<file path="src/rtl/mmgpio_pkg.sv">
// Shared offsets for the GPIO register controller.
// Assumes a register-unit address of at least three bits.
package mmgpio_pkg;
    localparam int unsigned OFS_W = 3;
    localparam logic [OFS_W-1:0] OFS_DATA = 3'd0;
    localparam logic [OFS_W-1:0] OFS_SET  = 3'd1;
    localparam logic [OFS_W-1:0] OFS_CLR  = 3'd2;
    localparam logic [OFS_W-1:0] OFS_DOUT = 3'd3;
    localparam logic [OFS_W-1:0] OFS_DIN  = 3'd4;
endpackage

</file>
<file path="src/rtl/mmgpio_sync.sv">
// Multi-stage synchroniser for the pad inputs.
// Assumes STAGES >= 1. Every flop clears on reset.
module mmgpio_sync #(
    parameter int unsigned W      = 32,
    parameter int unsigned STAGES = 2
) (
    input  logic         clk,
    input  logic         rst_n,
    input  logic [W-1:0] async_i,
    output logic [W-1:0] sync_o
);
    logic [W-1:0] stg [STAGES];

    generate
        for (genvar s = 0; s < STAGES; s++) begin : g_stage
            // shift one stage of the synchroniser chain
            always_ff @(posedge clk) begin
                if (!rst_n) stg[s] <= '0;
                else if (s == 0) stg[s] <= async_i;
                else stg[s] <= stg[(s == 0) ? 0 : s-1];
            end
        end
    endgenerate

    assign sync_o = stg[STAGES-1];
endmodule

</file>
<file path="src/rtl/mmgpio_lane_map.sv">
// Maps between bus words and line vectors. It applies optional mirrored
// numbering and optional byte-lane reversal. Both maps undo themselves,
// so the same index serves both directions. Pure wiring.
module mmgpio_lane_map #(
    parameter int unsigned W      = 32,
    parameter bit          MIRROR = 1'b0,
    parameter bit          BSWAP  = 1'b0
) (
    input  logic [W-1:0] bus_i,
    output logic [W-1:0] line_o,
    input  logic [W-1:0] line_i,
    output logic [W-1:0] bus_o
);
    localparam int unsigned NBYTES = W / 8;

    generate
        for (genvar n = 0; n < W; n++) begin : g_bit
            localparam int unsigned REGB = MIRROR ? (W - 1 - n) : n;
            localparam int unsigned BUSB = (BSWAP && NBYTES > 1)
                ? ((REGB % 8) + 8 * (NBYTES - 1 - REGB / 8)) : REGB;
            // route one line to its bus bit in each direction
            assign line_o[n]    = bus_i[BUSB];
            assign bus_o[BUSB]  = line_i[n];
        end
    endgenerate
endmodule

</file>
<file path="src/rtl/mmgpio_regs.sv">
// Output latch and direction mask with their write decode.
// Write data arrives already in line order. There is one write per strobe.
module mmgpio_regs
    import mmgpio_pkg::*;
#(
    parameter int unsigned W       = 32,
    parameter bit          HAS_CLR = 1'b1
) (
    input  logic             clk,
    input  logic             rst_n,
    input  logic             wr_en,
    input  logic [OFS_W-1:0] wr_ofs,
    input  logic [W-1:0]     wr_lines,
    output logic [W-1:0]     latch_o,
    output logic [W-1:0]     dir_o
);
    logic [W-1:0] latch_q, dir_q, latch_d, dir_d;

    // next-state decode of a write
    always_comb begin
        latch_d = latch_q;
        dir_d   = dir_q;
        if (wr_en) begin
            case (wr_ofs)
                OFS_SET:  latch_d = HAS_CLR ? (latch_q | wr_lines) : wr_lines;
                OFS_CLR:  latch_d = HAS_CLR ? (latch_q & ~wr_lines) : latch_q;
                OFS_DOUT: dir_d   = wr_lines;
                OFS_DIN:  dir_d   = ~wr_lines;
                default:  ;
            endcase
        end
    end

    // hold the latch and the direction mask
    always_ff @(posedge clk) begin
        if (!rst_n) begin
            latch_q <= '0;
            dir_q   <= '0;
        end else begin
            latch_q <= latch_d;
            dir_q   <= dir_d;
        end
    end

    assign latch_o = latch_q;
    assign dir_o   = dir_q;
endmodule

</file>
<file path="src/rtl/mmgpio_readmux.sv">
// Selects the line-order value of the addressed register for a read.
// Combinational. Write-only and unmapped offsets give zero.
module mmgpio_readmux
    import mmgpio_pkg::*;
#(
    parameter int unsigned W = 32
) (
    input  logic [OFS_W-1:0] rd_ofs,
    input  logic [W-1:0]     pins,
    input  logic [W-1:0]     latch,
    input  logic [W-1:0]     dir,
    output logic [W-1:0]     rd_lines
);
    // choose the source register
    always_comb begin
        case (rd_ofs)
            OFS_DATA: rd_lines = pins;
            OFS_SET:  rd_lines = latch;
            OFS_DOUT: rd_lines = dir;
            OFS_DIN:  rd_lines = ~dir;
            default:  rd_lines = '0;
        endcase
    end
endmodule

</file>
<file path="src/rtl/mmgpio_ctrl.sv">
// Top of the GPIO register controller. It joins the lane maps, the
// register state, the read selection and the pad synchroniser.
// Assumes one access per strobe. Read data is registered.
module mmgpio_ctrl
    import mmgpio_pkg::*;
#(
    parameter int unsigned REG_W   = 32,
    parameter int unsigned ADDR_W  = 3,
    parameter bit          MIRROR  = 1'b0,
    parameter bit          BSWAP   = 1'b0,
    parameter bit          HAS_CLR = 1'b1,
    parameter int unsigned SYNC_N  = 2
) (
    input  logic              clk,
    input  logic              rst_n,
    input  logic              bus_sel,
    input  logic              bus_we,
    input  logic [ADDR_W-1:0] bus_addr,
    input  logic [REG_W-1:0]  bus_wdata,
    output logic [REG_W-1:0]  bus_rdata,
    input  logic [REG_W-1:0]  pad_in,
    output logic [REG_W-1:0]  pad_out,
    output logic [REG_W-1:0]  pad_oe
);
    generate
        if (!(REG_W == 8 || REG_W == 16 || REG_W == 32 || REG_W == 64)) begin : g_bad_w
            $error("register width must be 8, 16, 32 or 64");
        end
        if (REG_W == 64 && BSWAP) begin : g_bad_swap
            $error("lane reversal is not offered at 64 bits");
        end
        if (ADDR_W < OFS_W) begin : g_bad_addr
            $error("address must hold at least three bits");
        end
    endgenerate

    logic [OFS_W-1:0] ofs;
    logic             high_zero;
    logic [REG_W-1:0] wr_lines, latch, dir, pins, rd_lines, rd_bus, rd_q;

    assign ofs = bus_addr[OFS_W-1:0];

    generate
        if (ADDR_W > OFS_W) begin : g_hi
            assign high_zero = (bus_addr[ADDR_W-1:OFS_W] == '0);
        end else begin : g_nohi
            assign high_zero = 1'b1;
        end
    endgenerate

    mmgpio_lane_map #(.W(REG_W), .MIRROR(MIRROR), .BSWAP(BSWAP)) u_map (
        .bus_i (bus_wdata),
        .line_o(wr_lines),
        .line_i(rd_lines),
        .bus_o (rd_bus)
    );

    mmgpio_regs #(.W(REG_W), .HAS_CLR(HAS_CLR)) u_regs (
        .clk     (clk),
        .rst_n   (rst_n),
        .wr_en   (bus_sel && bus_we && high_zero),
        .wr_ofs  (ofs),
        .wr_lines(wr_lines),
        .latch_o (latch),
        .dir_o   (dir)
    );

    mmgpio_sync #(.W(REG_W), .STAGES(SYNC_N)) u_sync (
        .clk    (clk),
        .rst_n  (rst_n),
        .async_i(pad_in),
        .sync_o (pins)
    );

    mmgpio_readmux #(.W(REG_W)) u_rmux (
        .rd_ofs  (high_zero ? ofs : OFS_W'(7)),
        .pins    (pins),
        .latch   (latch),
        .dir     (dir),
        .rd_lines(rd_lines)
    );

    // capture read data on a read strobe
    always_ff @(posedge clk) begin
        if (!rst_n) rd_q <= '0;
        else if (bus_sel && !bus_we) rd_q <= rd_bus;
    end

    assign bus_rdata = rd_q;
    assign pad_out   = latch;
    assign pad_oe    = dir;
endmodule

</file>
<file path="config.mk">
export PLATFORM = sky130hd
export DESIGN_NAME = mmgpio_ctrl
export DESIGN_NICKNAME = d
export VERILOG_FILES = /design/src/rtl/mmgpio_pkg.sv /design/src/rtl/mmgpio_sync.sv /design/src/rtl/mmgpio_lane_map.sv /design/src/rtl/mmgpio_regs.sv /design/src/rtl/mmgpio_readmux.sv /design/src/rtl/mmgpio_ctrl.sv
export SDC_FILE = /design/constraint.sdc
export NUM_CORES = 1
export LEC_CHECK = 0
export BUFFER_PORTS_ARGS = -buffer_cell sky130_fd_sc_hd__buf_2
export CAP_MARGIN = 30
export CORE_AREA = 4 4 114 116
export DETAILED_ROUTE_END_ITERATION = 6
export DIE_AREA = 0 0 118 120
export PLACE_DENSITY = 0.88
export SKIP_CTS_REPAIR_TIMING = 1
export SYNTH_ARGS = -nofsm -noshare
export SYNTH_HDL_FRONTEND = slang
export SYNTH_SLANG_ARGS = --single-unit
export TNS_END_PERCENT = 10
</file>
<file path="constraint.sdc">
create_clock -name clk -period 3.15 [get_ports clk]
set_clock_uncertainty 0.15 [all_clocks]
set_input_delay 0.315 -clock clk [delete_from_list [all_inputs] [get_ports clk]]
set_output_delay 0.315 -clock clk [all_outputs]
set_load 0.02 [all_outputs]
</file>
Yosys cells after proc, flatten, opt, wreduce, memory -nomap -nowiden
Memories as Yosys holds them, arrays and structs flattened.
Index checks and enable logic that the tools add are counted.
{ "word_totals": {"ff_bits": 96, "ram_bits": 64, "inputBits": 71, "wordCells": 29, "mem_count": 1} }
{ "memory_table": {"columns": ["memory", "words", "word_bits", "rd", "rd_ports_with_merged_regs", "write_ports", "line", "source"], "rows": [
  ["u_sync.stg", 2, 32, 2, 0, 2, "mmgpio_sync.sv:12", "logic [W-1:0] stg [STAGES];"]
]} }
{ "op_classes": {"eq_ne": 4, "muxes": 7, "n_bitwise": 6, "reduce_logical": 8} }
{ "op_table": {"columns": ["op", "n"], "rows": [
  ["32-bit one-hot mux with 2 select lines", 2],
  ["32-bit one-hot mux with 4 select lines", 1],
  ["32-bit two-way mux", 2],
  ["32-bit NOT", 2],
  ["32-bit AND", 1],
  ["32-bit bitwise OR", 1],
  ["3-bit by 2-bit == test with 1-bit output (second input constant)", 2],
  ["2-bit AND reduction", 2],
  ["2-bit nonzero test", 2],
  ["3-bit by 1-bit == test with 1-bit output (second input constant)", 1],
  ["3-bit == test (second input constant)", 1],
  ["3-bit zero test", 1],
  ["1-bit logical AND", 2],
  ["1-bit two-way mux", 2],
  ["1-bit bitwise OR", 2],
  ["1-bit zero test", 1]
]} }

Longest topological paths before layout
Gate-level depths: netlist of the first run.
{ "depth": {"ltp_word": 3, "mapped_depth": 6} }

By module
From an unflattened synthesis of the first run, not the netlist that was laid out.
{ "hier_totals": {"cells_unflattened": 828, "hier_area_um2": 8089.0} }
{ "by_module_without_submodules": {"columns": ["module", "instances", "cells_per_inst", "area_per_inst_um2", "seq_area_each_um2"], "rows": [
  ["mmgpio_regs", 1, 336, 3286.9, 1281.2],
  ["mmgpio_sync", 1, 134, 1791.7, 1281.2],
  ["mmgpio_ctrl", 1, 141, 1331.3, 640.6],
  ["mmgpio_readmux", 1, 153, 1198.6, 0.0],
  ["mmgpio_lane_map", 1, 64, 480.5, 0.0]
]} }

Worst setup path after synthesis of the first run
OpenSTA, ideal clock, no wires.
{ "synth_timing": {"kind": "input-to-reg", "from": "input port bus_addr[1]", "to": "register rd_q[10], in the netlist bus_rdata[10]", "setup_time_ns": 0.059, "arrival_time_ns": 1.346, "required_ns": 2.941, "setup_slack_ns": 1.595, "cell_stages": 5, "path_buffers": 2, "cell_sequence": "buf_4 -> clkbuf_1 -> or4b_1 -> o211ai_1 -> a22o_1"} }
{ "synth_between": {"elab_chain_len": 2} }
{ "synth_lines": {"columns": ["element", "line", "source"], "rows": [
  ["start, declared", "mmgpio_ctrl.sv:18", "input logic [ADDR_W-1:0] bus_addr,"],
  ["3-bit == test (tied with other cells)", "mmgpio_readmux.sv:16", "case (rd_ofs)"],
  ["32-bit one-hot mux with 4 select lines (*)", "mmgpio_readmux.sv:16", null],
  ["end signal, assigned", "mmgpio_ctrl.sv:86", "else if (bus_sel && !bus_we) rd_q <= rd_bus;"],
  ["end, declared", "mmgpio_ctrl.sv:39", "logic [REG_W-1:0] wr_lines, latch, dir, pins, rd_lines, rd_bus, rd_q;"]
]} }
Mark *: on every way between the ends. The rest lies on a longest branch, timed or not.
A chain may end at the register's enable or synchronous reset.

Worst setup path after layout of the first run
{ "layout_timing": {"from": "input port bus_addr[2]", "to": "register u_regs.dir_q[7], in the netlist u_regs.dir_o[7]"} }
{ "layout_between": {"elab_chain_len": 3} }
{ "layout_lines": {"columns": ["element", "line", "source"], "rows": [
  ["3-bit by 2-bit == test with 1-bit output or 3-bit == test (tied branches)", "mmgpio_regs.sv:24", "case (wr_ofs)"],
  ["2-bit nonzero test (no source line)", null, null],
  ["2-bit AND reduction (no source line)", null, null],
  ["end signal, assigned", "mmgpio_regs.sv:41", "dir_q <= dir_d;"],
  ["end, declared", "mmgpio_regs.sv:17", "logic [W-1:0] latch_q, dir_q, latch_d, dir_d;"]
]} }
Parallel ways exist; a longest one is shown, timed or not.

==> results.toml, run 1 <==
[yosys]
synth-edff-count = 0
yosysWarnings = 0
seq_area_frac_synth = 0.465
ys_ff_latch = 160
ys_async_sr_fraction = 0
synth_top_cell_area_share = 0.465
netlist_instances = 639
synth_common_cells = "dfxtp_1, and2_1, clkbuf_1"
synth.cell_area_um2 = 6890
ys_top_cells_by_area = "dfxtp_1, and2_1, o2111a_1"
synthFlopType = "dfxtp_1"
yosysUniqueCellTypes = 30
synth_top_area_cell = "dfxtp_1"
syn_avg_cell_area_um2 = 10.8
synth_fp_nets = 710
synth.most_common_cell = "dfxtp_1"

[clock_tree]
root_buffer = "clkbuf_16"
numClockSinks = 160
numCtsBuffers = 17
cts.path.max_buffers = 2
cts_tree = "done"
insertion_delay_ns = 0.43
cts_max_level = 4
path_clk_slew_ns = 0.06

[worst_setup_path]
crit_path_start = "bus_addr[2]"
crit_path_start_kind = "primary input"
crit_top_cell = "buf_4"
regToRegStartpoint = "u_regs.dir_o[5]"
endpoint_kind = "flip-flop"
worstPathCellList = "buf_2 > buf_4 > nor3b_4 > buf_4 > nand4_1 > o2111a_1"
critPathKind = "in -> reg"
cp_max_fo = 50
crit_path_top_delay_cell = "buf_2"
crit_required_ns = 3.31
slowest_delay_ns = 0.52
arrival_ns = 2.49

[pwr]
p_leak_uw = 0.00358
peakVddDrop_mv = 0.586
power_density_nw_per_um2 = 544
total_power_uw = 4780

[finish]
fin_util = 0.737
drive_gt1_frac = 0.266
diodes = 0
syn2layout_area_growth_pct = 27.5
nets = 887
fin_cells = 975

[timing]
slew_headroom = 0.371
setup_violations = 0
tns_ns = 0
period_minus_slack_ns = 2.33
max_freq_ghz = 0.429
min_period_over_period = 0.739
grt_setup_unrepaired = "no"
tightest_slew_ns = 0.942
finalHoldViolCount = 0
slew_violations = 0

[floorplan]
pin_count = 167
die_w_um = 118
dieHeight_um = 120
start_util = 0.578
core-area_um2 = 11900
row_count = 40
dieArea_um2 = 14200

[hold_path]
hold_class = "in -> reg"
min-delay-start = "bus_wdata[16]"

[global_routing]
grt_start_max_net_pins = 66
grt_pass1_vias = 5821
grt.overflow.total = 0
antenna_found_initial = 0
use_met1 = 0.316
grtUsageTotal = 0.261
grt-busiest-layer = "met2"
grt_use_met2 = 0.420
grt_use_met3 = 0.0910
grt_pass1_wl_um = 30100

[route]
drc_errors = 0
drt-initial-drc-count = 878
routed_wl_um = 20000
routed_via_density = 6.52
num_vias = 6357
wl_per_cell_um = 20.5
firstDrtPassIters = 7
ant_nets = 0

[job]
cap_violations = 0

[placement]
place.gp.congestion = 0.910
dp_hpwl_um = 13000
io_buffers = 166
numPlacedInstances = 884

[outcome]
status = "completed"
==> final timing paths <==
kind / slack, ns / endpoint / cells after the start
setup reg to reg: 1.74 / bus_rdata[5] / 3
hold reg to reg: 0.28 / u_sync.stg[1][16] / 1
setup / recovery: 0.82 / u_regs.dir_o[7] / 6
hold / removal: 0.007 / flip-flop / 2
==> routing by layer <==
| metal | part of all wire | up-vias |
|---|---|---|
| li1 | - | 2860 |
| met4 | 0.036 | 0 |
| met2 | 0.48 | 427 |
| met1 | 0.39 | 2993 |
| met5 | 0 | - |
| met3 | 0.095 | 77 |
==> layout make-up <==
cell class / count / area (µm²)
fill: 800 / 3130
clock buffer: 17 / 425
clock inverter: 14 / 190
inverter: 2 / 7.51
tap: 147 / 184
multi-input combinational: 396 / 3230
sequential: 160 / 3200
timing repair buffer: 239 / 1540
==> worst max-delay path, delay by kind of cell <==
family / cells / cell delay [ns]
AND/OR/NAND/NOR: 2 / 0.71
AO/OA/AOI/OAI: 1 / 0.23
buffers and inverters: 3 / 1.21
==> through the flow <==
step,instance area (µm²),hold WS (ns),setup slack [ns]
floorplan,6890,0.258,1.59
global placement,7550,0.265,0.675
detailed placement,7560,0.267,0.587
CTS,8180,-0.0733,1.04
global route,8780,0.00239,0.714
finish,8780,0.00689,0.822
==> power by group <==
group	leakage, µW	switching [µW]	total (µW)	internal (µW)
clock	0.000299	821	2140	1320
sequential	0.00131	42.3	2140	2090
combinational	0.00197	289	499	210
==> logic make-up (layout without fill, tap and decap cells) <==
group	after synthesis	after routing	share of synthesized area
mux	33	33	0.0480
compound gates	162	162	0.197
buf+inv	83	272	0.0681
flops	160	160	0.465
simple gates	200	200	0.217
xor+xnor	1	1	0.00400
==> placed cells by master (no fill, tap or decap), types with 2 or more instances in the layout <==
cell / n
a31oi_1: 32
or3_1: 32
clkinv_4: 3
clkinv_2: 4
o2111a_1: 32
and3b_1: 2
and2_1: 64
bufinv_16: 4
mux2i_1: 33
buf_2: 165
a22o_1: 32
o211ai_1: 32
dlygate4sd3_1: 60
inv_1: 2
nand4_1: 32
clkinvlp_4: 2
nor3b_4: 2
nand4b_1: 32
or4b_1: 32
a211oi_1: 29
a211oi_2: 3
dfxtp_1: 160
clkbuf_16: 17
buf_4: 13
No activity file was read; power rests on OpenSTA's default activity.
==> run 2: changes to the inputs <==
CORE_AREA = 4 4 119 121   (was 4 4 114 116)
DIE_AREA = 0 0 123 125   (was 0 0 118 120)
PLACE_DENSITY = 0.82   (was 0.88)
clock period = 2.3 ns   (was 3.15 ns; I/O delays follow)
==> results.toml, run 2 (synthesis results as in run 1) <==
[pwr]
p_leak_uw = 0.00364
power_density_nw_per_um2 = 744
total_power_uw = 6660
peakVddDrop_mv = 0.593

[hold_path]
hold_class = "in -> reg"
min-delay-start = "rst_n"

[worst_setup_path]
endpoint_kind = "flip-flop"
r2r_slack_ns = 0.92
crit_path_start = "bus_sel"
regToRegStartpoint = "u_regs.dir_o[8]"
rr_worst_depth = 3
cp_max_fo = 36
arrival_ns = 1.86
r2r-end = "bus_rdata[8]"
critPathKind = "in -> reg"
crit_required_ns = 2.46
crit_path_start_kind = "primary input"

[clock_tree]
cts_max_level = 4
cts_tree = "done"
cts.path.max_buffers = 2
path_clk_slew_ns = 0.06
numCtsBuffers = 17
insertion_delay_ns = 0.43
root_buffer = "clkbuf_16"
numClockSinks = 160

[global_routing]
grt_pass1_wl_um = 31100
grt_pass1_vias = 5813
grt.overflow.total = 0
grtUsageTotal = 0.254
antenna_found_initial = 1
grt_start_max_net_pins = 70

[finish]
fin_cells = 1020
nets = 901
drive_gt1_frac = 0.273
final_cell_mix = "buf_2, dfxtp_1, and2_1, dlygate4sd3_1, mux2i_1"
design_area_um2 = 8950
final_common_cell = "buf_2"
syn2layout_area_growth_pct = 30.0

[route]
firstDrtPassIters = 5
ant_nets = 0
drt-initial-drc-count = 807
routed_wl_um = 20800
drc_errors = 0
wl_per_cell_um = 20.4
routed_via_density = 6.19
num_vias = 6313

[floorplan]
row_count = 42
start_util = 0.526
dieHeight_um = 125
die_w_um = 123
core-area_um2 = 13100
pin_count = 167
dieArea_um2 = 15400

[timing]
min_period_over_period = 0.737
grt_setup_unrepaired = "no"
slew_headroom = 0.477
slew_violations = 0
setup_violations = 0
tightest_slew_ns = 0.783
finalHoldViolCount = 0
period_minus_slack_ns = 1.69
tns_ns = 0
max_freq_ghz = 0.590

[placement]
place.gp.congestion = 0.864
numPlacedInstances = 923
dp_hpwl_um = 13200
place_area_um2 = 7670
io_buffers = 166

[job]
cap_violations = 0

[outcome]
status = "completed"
[run 2: changes by cell type in the layout (fill, tap and decap cells not counted)]
| cell | delta |
|---|---|
| buf_4 | +11 |
| dlygate4sd3_1 | +4 |
| clkinv_2 | -3 |
| clkbuf_8 | +2 |
| clkinv_4 | -2 |
| clkinvlp_4 | +2 |
| buf_8 | -1 |
| clkbuf_1 | +1 |
| diode_2 | +1 |
| inv_6 | +1 |
[run 2: per-layer routing]
metal	part of all wire	global-route usage	up-vias
li1	-	-	2893
met1	0.41	0.328	3006
met2	0.47	0.402	355
met3	0.087	0.0592	59
met4	0.032	0.117	0
met5	0	0	-
[run 2: worst min-delay path by stage]
stage               slack [ns]                end  cells past startpoint
finish                    0.15    u_regs.dir_o[8]                      2
global route              0.17    u_regs.dir_o[8]                      2
CTS                      -0.16  u_sync.stg[0][10]                      2
detailed placement        0.27  u_sync.stg[1][20]                      1
global placement          0.27   u_sync.stg[1][8]                      1
floorplan                 0.17          flip-flop                      1
[run 2: per-stage QoR]
step                      hold slack [ns]  setup slack, ns   util
after floorplan                     0.173            0.830      -
after global placement              0.266            0.344  0.586
after detailed placement            0.267            0.293  0.586
after CTS                          -0.156            0.727  0.635
after global routing                0.168            0.534  0.684
final                               0.147            0.605  0.684
[run 2: report_power, final]
part	leakage (µW)	internal [µW]	switching, µW
registers	0.00131	2870	55.9
logic	0.00204	304	408
clock network	0.000299	1880	1140
[run 2: critical path, cell delays in order]
cell	delay (ns)
buf_2	0.11
buf_4	0.40
and3b_1	0.22
buf_4	0.38
a31oi_1	0.16
a211oi_1	0.33
[run 2: area by class of cell]
type                       count  area, µm²
fill                         965       4140
multi-input combinational    396       3230
sequential                   160       3200
timing repair buffer         253       1650
clock buffer                  20        457
tap                          176        220
clock inverter                12        181
inverter                       2       7.51
antenna                        1       2.50
==> run 3: changes to the inputs <==
CORE_AREA = 4 4 125 127   (was 4 4 119 121)
DIE_AREA = 0 0 129 131   (was 0 0 123 125)
PLACE_DENSITY = 0.78   (was 0.82)
clock period = 1.45 ns   (was 2.3 ns; I/O delays follow)
==> results.toml, run 3 (synthesis results as in run 1) <==
[worst_setup_path]
critPathKind = "reg -> reg"
endpoint_kind = "flip-flop"
rr_worst_depth = 3
arrival_ns = 1.60
crit_required_ns = 1.66
crit_path_start_kind = "flip-flop"
cp_max_fo = 4

[timing]
slew_headroom = 0.684
min_period_over_period = 0.955
finalHoldViolCount = 0
grt_setup_unrepaired = "no"
slew_violations = 0
period_minus_slack_ns = 1.38
max_freq_ghz = 0.722
setup_violations = 0
tightest_slew_ns = 0.473
whs_ns = 0.152
tns_ns = 0

[floorplan]
row_count = 44
dieHeight_um = 131
die_w_um = 129
dieArea_um2 = 16900
start_util = 0.477
pin_count = 167
core-area_um2 = 14400

[pwr]
power_density_nw_per_um2 = 1130
p_int_uw = 7920
power_frac_seq = 0.442
p_switching_uw = 2540
peakVddDrop_mv = 0.823
p_leak_uw = 0.00383
combPwrFrac = 0.118
p_sw_frac = 0.243
power_frac_clock = 0.440
total_power_uw = 10500

[placement]
dp_hpwl_um = 14200
place.gp.congestion = 0.874
place_area_um2 = 8020
io_buffers = 166

[route]
ant_nets = 0
wl_met1_um = 8530
top_layer_used = "met5"
wl_per_cell_um = 19.7
met3_length_um = 1590
num_vias = 6420
routed_wl_um = 20800
drc_errors = 0
wl_met2_um = 10100
routed_via_density = 6.06
drt-initial-drc-count = 542
firstDrtPassIters = 6

[global_routing]
grt_pass1_wl_um = 31600
antenna_found_initial = 3
grtUsageTotal = 0.236
grt_start_max_net_pins = 56
grt.overflow.total = 0
grt_pass1_vias = 6069

[finish]
drive_gt1_frac = 0.298
syn2layout_area_growth_pct = 34.7
final_common_cell = "buf_2"
nets = 931
fin_util = 0.643
final_cell_mix = "buf_2, dfxtp_1, and2_1, dlygate4sd3_1, buf_4"
fillers = 1131
design_area_um2 = 9280

[clock_tree]
insertion_delay_ns = 0.43
numCtsBuffers = 17
cts_max_level = 4
path_clk_slew_ns = 0.06
numClockSinks = 160
cts.path.max_buffers = 2
cts_tree = "done"
root_buffer = "clkbuf_16"

[job]
cap_violations = 0

[outcome]
status = "completed"

[hold_path]
hold_class = "in -> reg"
holdPathStages = 3
run 3: cell count changes in the layout (fill, tap and decap cells not counted), sizes merged:
cell      previous run  this run
inv                  4         3
diode                1         2
clkinv               2         6
clkinvlp             4         2
bufinv               4         3
buf                189       219
run 3: path summary, 6_finish.rpt:
path	from	slack, ns	to
max	u_regs.dir_o[10]	0.07	bus_rdata[10]
min	rst_n	0.15	u_regs.dir_o[30]
max reg2reg	u_regs.dir_o[10]	0.07	bus_rdata[10]
min reg2reg	u_sync.stg[0][11]	0.28	u_sync.stg[1][11]
run 3: per-layer routing:
layer	up-vias	GRT usage
met5	-	0
met2	369	0.383
met3	62	0.0614
li1	2943	-
met1	3044	0.291
met4	2	0.122
run 3: area by class of cell:
class,count,area [µm²],area share
tap,184,230,0.0248
clock buffer,20,457,0.0492
sequential,160,3200,0.345
multi-input combinational,396,3230,0.348
antenna,2,5.00,0.000540
timing repair buffer,283,1980,0.214
clock inverter,12,159,0.0171
inverter,2,7.51,0.000809
run 3: worst max-delay path, cell delays in order (launching register included):
cell and delay (ns):
dfxtp_1 0.34, or4b_1 0.52, o211ai_1 0.15, a22o_1 0.16
run 3: power by group through the flow:
stage	registers (µW)	clock network [µW]	logic, µW
2_1_floorplan	4780	0	575
3_3_place_gp	4710	0	1040
3_5_place_dp	4720	0	1080
4_1_cts	4630	4670	1080
5_1_grt	4640	4860	1320
6_report	4630	4600	1230
run 3: stage by stage:
step           setup WS (ns)  cells
3_5_place_dp          -0.185    961
4_1_cts               0.0614    993
3_3_place_gp          -0.166    961
5_1_grt               0.0129   1059
6_report              0.0650   1059
2_1_floorplan         0.0650    639
